--- config.mk ---
export PLATFORM = sky130hd
export DESIGN_NAME = jtag_ir_dr_sel
export DESIGN_NICKNAME = d
export VERILOG_FILES = /design/src/rtl/jtag_sel_pkg.sv /design/src/rtl/jtag_ir_reg.sv /design/src/rtl/jtag_ir_decode.sv /design/src/rtl/jtag_dr_bank.sv /design/src/rtl/jtag_tdo_out.sv /design/src/rtl/jtag_ir_dr_sel.sv
export SDC_FILE = /design/constraint.sdc
export NUM_CORES = 1
export LEC_CHECK = 0
export BUFFER_PORTS_ARGS = -buffer_cell sky130_fd_sc_hd__buf_2
export CAP_MARGIN = 20
export CELL_PAD_IN_SITES_DETAIL_PLACEMENT = 0
export CELL_PAD_IN_SITES_GLOBAL_PLACEMENT = 2
export CORE_ASPECT_RATIO = 1.25
export CORE_MARGIN = 1.5
export CORE_UTILIZATION = 33
export CTS_CLUSTER_DIAMETER = 120
export DETAILED_ROUTE_END_ITERATION = 10
export PLACE_DENSITY = 0.79
export SYNTH_ARGS = -nofsm -noshare
export SYNTH_HDL_FRONTEND = slang
export SYNTH_SLANG_ARGS = --single-unit
--- constraint.sdc ---
create_clock -name tck -period 1.8 [get_ports tck]
set_input_delay 0.18 -clock tck [delete_from_list [all_inputs] [get_ports tck]]
set_output_delay 0.18 -clock tck [all_outputs]
set_load 0.02 [all_outputs]
--- src/rtl/jtag_sel_pkg.sv ---
package jtag_sel_pkg;
   typedef enum logic [1:0] {
      SEL_BSC    = 2'd0,
      SEL_IDREG  = 2'd1,
      SEL_BYPASS = 2'd2,
      SEL_RSTREG = 2'd3
   } dr_sel_e;
endpackage

--- src/rtl/jtag_ir_reg.sv ---
module jtag_ir_reg #(
   parameter int              IR_W     = 4,
   parameter logic [IR_W-1:0] RESET_OP = 1,
   parameter logic [IR_W-1:0] CAP_PAT  = 1
) (
   input  logic            tck,
   input  logic            rst_n,
   input  logic            tlr,
   input  logic            cap_ir,
   input  logic            sft_ir,
   input  logic            upd_ir,
   input  logic            tdi,
   output logic [IR_W-1:0] ir_sh,
   output logic [IR_W-1:0] ir_act
);
   always_ff @(posedge tck or negedge rst_n) begin
      if (!rst_n) begin
         ir_sh  <= CAP_PAT;
         ir_act <= RESET_OP;
      end else if (tlr) begin
         ir_act <= RESET_OP;
      end else begin
         if (cap_ir)      ir_sh <= CAP_PAT;
         else if (sft_ir) ir_sh <= {tdi, ir_sh[IR_W-1:1]};
         if (upd_ir)      ir_act <= ir_sh;
      end
   end
endmodule

--- src/rtl/jtag_ir_decode.sv ---
module jtag_ir_decode
   import jtag_sel_pkg::*;
#(
   parameter int              IR_W      = 4,
   parameter logic [IR_W-1:0] OP_EXTEST = 0,
   parameter logic [IR_W-1:0] OP_IDCODE = 1,
   parameter logic [IR_W-1:0] OP_SAMPLE = 2,
   parameter logic [IR_W-1:0] OP_RSTCTL = 12,
   parameter logic [IR_W-1:0] OP_BYPASS = 15
) (
   input  logic [IR_W-1:0] ir_act,
   output dr_sel_e         dr_sel,
   output logic            bsc_drive
);
   always_comb begin
      bsc_drive = 1'b0;
      case (ir_act)
         OP_EXTEST: begin dr_sel = SEL_BSC; bsc_drive = 1'b1; end
         OP_SAMPLE: dr_sel = SEL_BSC;
         OP_IDCODE: dr_sel = SEL_IDREG;
         OP_RSTCTL: dr_sel = SEL_RSTREG;
         OP_BYPASS: dr_sel = SEL_BYPASS;
         default:   dr_sel = SEL_BYPASS;
      endcase
   end
endmodule

--- src/rtl/jtag_dr_bank.sv ---
module jtag_dr_bank
   import jtag_sel_pkg::*;
#(
   parameter int ID_W = 32
) (
   input  logic            tck,
   input  logic            rst_n,
   input  logic            tlr,
   input  logic            cap_dr,
   input  logic            sft_dr,
   input  logic            tdi,
   input  dr_sel_e         dr_sel,
   input  logic [ID_W-1:0] id_value,
   output logic            id_lsb,
   output logic            byp_cell,
   output logic            rst_cell
);
   logic [ID_W-1:0] id_sh;
   logic            is_id, is_byp, is_rst;

   assign is_id  = (dr_sel == SEL_IDREG);
   assign is_byp = (dr_sel == SEL_BYPASS);
   assign is_rst = (dr_sel == SEL_RSTREG);
   assign id_lsb = id_sh[0];

   always_ff @(posedge tck or negedge rst_n) begin
      if (!rst_n) begin
         id_sh    <= '0;
         byp_cell <= 1'b0;
      end else begin
         if (is_id && cap_dr)      id_sh <= id_value;
         else if (is_id && sft_dr) id_sh <= {tdi, id_sh[ID_W-1:1]};
         if (is_byp && cap_dr)      byp_cell <= 1'b0;
         else if (is_byp && sft_dr) byp_cell <= tdi;
      end
   end

   // unlatched reset cell: shift only, no capture, no update
   always_ff @(posedge tck or negedge rst_n) begin
      if (!rst_n)               rst_cell <= 1'b0;
      else if (tlr)             rst_cell <= 1'b0;
      else if (is_rst && sft_dr) rst_cell <= tdi;
   end
endmodule

--- src/rtl/jtag_tdo_out.sv ---
module jtag_tdo_out #(
   parameter logic IDLE    = 1'b1,
   parameter bit   ON_FALL = 1'b1
) (
   input  logic tck,
   input  logic rst_n,
   input  logic shifting,
   input  logic bit_in,
   output logic tdo
);
   logic nxt;
   assign nxt = shifting ? bit_in : IDLE;

   generate
      if (ON_FALL) begin : g_fall
         always_ff @(negedge tck or negedge rst_n) begin
            if (!rst_n) tdo <= IDLE;
            else        tdo <= nxt;
         end
      end else begin : g_rise
         always_ff @(posedge tck or negedge rst_n) begin
            if (!rst_n) tdo <= IDLE;
            else        tdo <= nxt;
         end
      end
   endgenerate
endmodule

--- src/rtl/jtag_ir_dr_sel.sv ---
module jtag_ir_dr_sel
   import jtag_sel_pkg::*;
#(
   parameter int              IR_W        = 4,
   parameter int              ID_W        = 32,
   parameter logic [IR_W-1:0] OP_EXTEST   = 4'h0,
   parameter logic [IR_W-1:0] OP_IDCODE   = 4'h1,
   parameter logic [IR_W-1:0] OP_SAMPLE   = 4'h2,
   parameter logic [IR_W-1:0] OP_RSTCTL   = 4'hC,
   parameter logic [IR_W-1:0] OP_BYPASS   = 4'hF,
   parameter logic [IR_W-1:0] IR_CAP_PAT  = 4'b0001,
   parameter logic            TDO_IDLE    = 1'b1,
   parameter bit              TDO_ON_FALL = 1'b1
) (
   input  logic            tck,
   input  logic            rst_n,
   input  logic            tlr,
   input  logic            cap_dr,
   input  logic            sft_dr,
   input  logic            upd_dr,
   input  logic            cap_ir,
   input  logic            sft_ir,
   input  logic            upd_ir,
   input  logic            tdi,
   input  logic [ID_W-1:0] id_value,
   input  logic            bsc_so,
   output logic            tdo,
   output logic            sys_rst_req,
   output logic            bsc_sel,
   output logic            bsc_drive,
   output logic            bsc_cap,
   output logic            bsc_shift,
   output logic            bsc_upd
);
   localparam int N_OPS = 5;
   localparam logic [N_OPS*IR_W-1:0] OP_LIST =
      {OP_EXTEST, OP_IDCODE, OP_SAMPLE, OP_RSTCTL, OP_BYPASS};

   // elaboration-time parameter checks
   if (IR_W < 2) begin : g_bad_irw
      $error("IR_W must be at least 2");
   end
   if (ID_W < 2) begin : g_bad_idw
      $error("ID_W must be at least 2");
   end
   if (IR_CAP_PAT[1:0] != 2'b01) begin : g_bad_cap
      $error("IR capture pattern must end in 01");
   end
   for (genvar i = 0; i < N_OPS; i++) begin : g_opchk
      for (genvar j = i + 1; j < N_OPS; j++) begin : g_pair
         if (OP_LIST[i*IR_W +: IR_W] == OP_LIST[j*IR_W +: IR_W]) begin : g_dup
            $error("two instructions share one opcode");
         end
      end
   end

   logic [IR_W-1:0] ir_sh, ir_act;
   dr_sel_e         dr_sel;
   logic            id_lsb, byp_cell, rst_cell;
   logic            sel_bit;

   jtag_ir_reg #(
      .IR_W(IR_W), .RESET_OP(OP_IDCODE), .CAP_PAT(IR_CAP_PAT)
   ) u_ir (
      .tck(tck), .rst_n(rst_n), .tlr(tlr), .cap_ir(cap_ir), .sft_ir(sft_ir),
      .upd_ir(upd_ir), .tdi(tdi), .ir_sh(ir_sh), .ir_act(ir_act)
   );

   jtag_ir_decode #(
      .IR_W(IR_W), .OP_EXTEST(OP_EXTEST), .OP_IDCODE(OP_IDCODE),
      .OP_SAMPLE(OP_SAMPLE), .OP_RSTCTL(OP_RSTCTL), .OP_BYPASS(OP_BYPASS)
   ) u_dec (
      .ir_act(ir_act), .dr_sel(dr_sel), .bsc_drive(bsc_drive)
   );

   jtag_dr_bank #(.ID_W(ID_W)) u_drs (
      .tck(tck), .rst_n(rst_n), .tlr(tlr), .cap_dr(cap_dr), .sft_dr(sft_dr),
      .tdi(tdi), .dr_sel(dr_sel), .id_value(id_value), .id_lsb(id_lsb),
      .byp_cell(byp_cell), .rst_cell(rst_cell)
   );

   always_comb begin
      if (sft_ir) sel_bit = ir_sh[0];
      else begin
         case (dr_sel)
            SEL_IDREG:  sel_bit = id_lsb;
            SEL_BYPASS: sel_bit = byp_cell;
            SEL_RSTREG: sel_bit = rst_cell;
            default:    sel_bit = bsc_so;
         endcase
      end
   end

   jtag_tdo_out #(.IDLE(TDO_IDLE), .ON_FALL(TDO_ON_FALL)) u_tdo (
      .tck(tck), .rst_n(rst_n), .shifting(sft_ir | sft_dr),
      .bit_in(sel_bit), .tdo(tdo)
   );

   assign sys_rst_req = rst_cell;
   assign bsc_sel     = (dr_sel == SEL_BSC);
   assign bsc_cap     = bsc_sel & cap_dr;
   assign bsc_shift   = bsc_sel & sft_dr;
   assign bsc_upd     = bsc_sel & upd_dr;
endmodule

==> summary.md <==
| Metric | Value |
|---|---|
| Layout cells sized above 1 | 42.6% |
| Worst-Margin Slew | 0.858 ns |
| Hold crit path type | in -> async |
| Ys Warns | 0 |
| Maximum fanout along the worst path | 1 |
| Slowest cell on the critical path | dfstp_2 |
| H-tree levels | 2 |
| Total grt overflow | 0 |
| Net Sw Frac | 33.0% |
| Syn Area/Cell | 9.32 um2 |
| Post-route setup slack | -0.275 ns |
| Antenna violations before repair | 0 |
| Largest net degree at the start of global routing | 43 |
| Biggest cell delay along the critical path | 0.53 ns |
| Dpl hpwl | 4080 um |
| Design area | 0.00308 mm2 |
| 1st-iter DRT viols | 89 |
| Max Slew Vio Count | 0 |
| DR WL/cell | 15.8 um |
| Synth Net Count | 292 |
| Vias in the first global route | 2,096 |
| CTS tree | built |
| DIE AREA | 0.00755 mm2 |
| Worst EP required | 1.62 ns |
| Nets | 352 |
| WL final | 6310 um |
| # IOs | 50 |
| First-pass GRT wire length | 10,200 um |
| Outcome | complete, but fails checks |
| Crit path cell chain | buf_6 |
| Area Overhead vs Synth | 32.6% |
| DR vias/cell | 5.39 |
| Synth cell count leaders | dfrtp_1 (40), a31oi_1 (33), a21oi_1 (32), nand3_1 (32), o21ai_1 (19) |
| Comb power frac | 29.0% |
| Iteration count of the initial detailed-routing pass | 4 |
| Setup crit start kind | flop |
| Ys async rst share | 100% |
| Final Hold Slack | 0.000376 ns |
| Stages on worst setup path | 1 |
| Synth Instances | 249 |
| Core area | 0.00689 mm2 |
| Die Y | 96.8 um |
| RSZ-0062 raised after global routing | yes |
| Initial Utilization | 33.7% |
| Post-synth cell types | 40 |
| Endpoints failing hold | 0 |
| # rows | 34 |
| Mapped cell area | 0.00232 mm2 |
| Setup-violating endpoint count in the final report | 2 |
| Final non-filler cell total | 400 |
| Clock root cell | clkbuf_8 |
| TritonCTS Sinks | 43 |
| Worst VDD drop | 0.000401 V |
| MaxCap Viol Count | 0 |
| Largest cells by area after synthesis | dfrtp_1 (43%), a31oi_1 (8.9%), a21oi_1 (6.9%), nand3_1 (6.9%), o21ai_1 (4.1%) |
| # diodes | 0 |
| Worst rel slew slack | 42.7% |
| Lkg Pwr | 1.32 nW |
| Synth top area share | 43.1% |
| Sw Pwr | 0.000914 W |
| Critical setup path kind | reg -> out |
| Delay-heaviest family, CP | flip-flops |
| Post-Route Utilization | 44.7% |
| DIE WIDTH | 78.0 um |
| CP bufs+invs | 1 |
| Clk_skew | 0.0538 ns |
| Number of synthesized flops with an enable pin | 0 |
| Reg power frac | 48.0% |
| Internal power | 0.00185 W |
| Dominant synthesized flop cell | dfrtp_1 |
| Failing checks | setup timing |
| # port buffers | 49 |
| Reg2Reg Depth | 3 |
| Seq/Total Area, Yosys | 46.5% |
| RePlAce Congestion | 0.741 |
| Inst Count DP | 385 |
| Total CTS buffers | 5 |
| Yosys reg bits | 43 |
| Clock slew at reported path FFs | 0.08 ns |
| Power Dens Cells | 900 mW/mm2 |
| Antenna viol nets, final | 0 |
| Clock power frac | 23.0% |
| Synth area leader | dfrtp_1 |
| Vias | 2,157 |
| Total track usage | 16.9% |
| CP arrival | 1.90 ns |
| Placed inst area | 0.00277 mm2 |
| CP Capture Type | output port |
| Drt drc | 0 |
| Count leader, synth | dfrtp_1 |
| Clock latency on the worst-skew pair | 0.34 ns |
| Clock Tree Buf Depth | 2 |
registers in the layout, summed over array words and instances (netlist names):
name,cells
u_tdo.tdo,1
u_drs.byp_cell,1
u_ir.ir_act,4
u_ir.ir_sh,4
u_drs.id_sh,32
u_drs.rst_cell,1
final timing paths:
check | slack [ns] | end | from
worst max-delay path | -0.28 | tdo | u_tdo.tdo
worst min-delay path | 0.0004 | u_drs.id_sh[19] | rst_n
worst max register to register | -0.16 | u_tdo.tdo | u_ir.ir_act[0]
worst min register to register | 0.50 | u_ir.ir_sh[0] | u_ir.ir_sh[0]
max in group asynchronous | 1.08 | u_tdo.tdo | rst_n
min in group tck | 0.14 | u_drs.rst_cell | tlr
kinds of logic after synthesis:
kind of cell           Yosys count  synth area share, %
muxes                            3                 1.29
DFF                             43                 46.5
and+or+nand+nor                 60                 15.3
AOI/OAI and AO/OA              108                 28.8
buffers and inverters           35                 8.09
worst register-to-register path, cell delays in order, from the launching register on:
cell,delay (ns)
dfstp_2,0.60
nand4bb_1,0.11
a21o_1,0.17
a31oi_1,0.15
cell type report:
cell class,count,area [um2]
multi-input cells,171,1160
clock inverters,4,23.8
flip-flops and latches,43,1080
inverters,5,18.8
repair buffers,82,613
fillers,692,3810
well taps,90,113
clock buffers,5,68.8
power groups by stage:
| stage | Combinational, W | Sequential (W) | Clock (W) |
|---|---|---|---|
| after floorplan | 0.000501 | 0.00129 | 0.00000695 |
| after global placement | 0.000701 | 0.00132 | 0.00000695 |
| after detailed placement | 0.000709 | 0.00132 | 0.00000695 |
| after CTS | 0.000728 | 0.00131 | 0.000651 |
| after global routing | 0.000895 | 0.00135 | 0.000696 |
| final | 0.000803 | 0.00133 | 0.000636 |
layout by cell type, fill, tap and decap left out, types with 2 or more instances in the layout:
| cell | n |
|---|---|
| a211o_1 | 2 |
| a21o_1 | 2 |
| a21oi_1 | 32 |
| a22o_1 | 2 |
| a31oi_1 | 33 |
| and2_4 | 3 |
| buf_12 | 3 |
| buf_2 | 45 |
| buf_4 | 22 |
| buf_6 | 10 |
| clkbuf_16 | 2 |
| clkbuf_8 | 5 |
| clkinvlp_4 | 2 |
| dfrtp_1 | 39 |
| dfstp_2 | 3 |
| inv_1 | 5 |
| mux2i_1 | 3 |
| nand2_1 | 2 |
| nand2b_1 | 2 |
| nand3_1 | 32 |
| nand4bb_1 | 2 |
| nor2_1 | 5 |
| nor2b_1 | 3 |
| nor4bb_1 | 2 |
| o21ai_2 | 28 |
| o221a_1 | 2 |
layer usage:
layer  vias to the layer above  routed length (um)  GRT usage, %
li1                       1059                   -             -
met4                         0                 105          5.49
met2                        50                3250          28.4
met3                         7                 256          2.64
met5                         -                   0             0
met1                      1041                2700          22.2
through the flow:
stage | total power [W] | TNS (ns) | setup slack (ns)
3_5_place_dp | 0.00204 | -0.197 | -0.197
3_3_place_gp | 0.00202 | -0.173 | -0.173
6_report | 0.00277 | -0.431 | -0.275
2_1_floorplan | 0.00180 | -0.215 | -0.215
4_1_cts | 0.00269 | -0.455 | -0.285
5_1_grt | 0.00295 | -1.34 | -0.300
timing repair:
item / 4_1_cts / 5_1_grt
hold endpoints to repair: 0 / 0
pin swaps: 6 / 24
cloned: 0 / 3
endpoints found under the setup margin: 2 / 34
setup buffers: 2 / 4
hold buffers: 0 / 0
resized for setup: 9 / 31
Power figures use the tool's default switching activity.
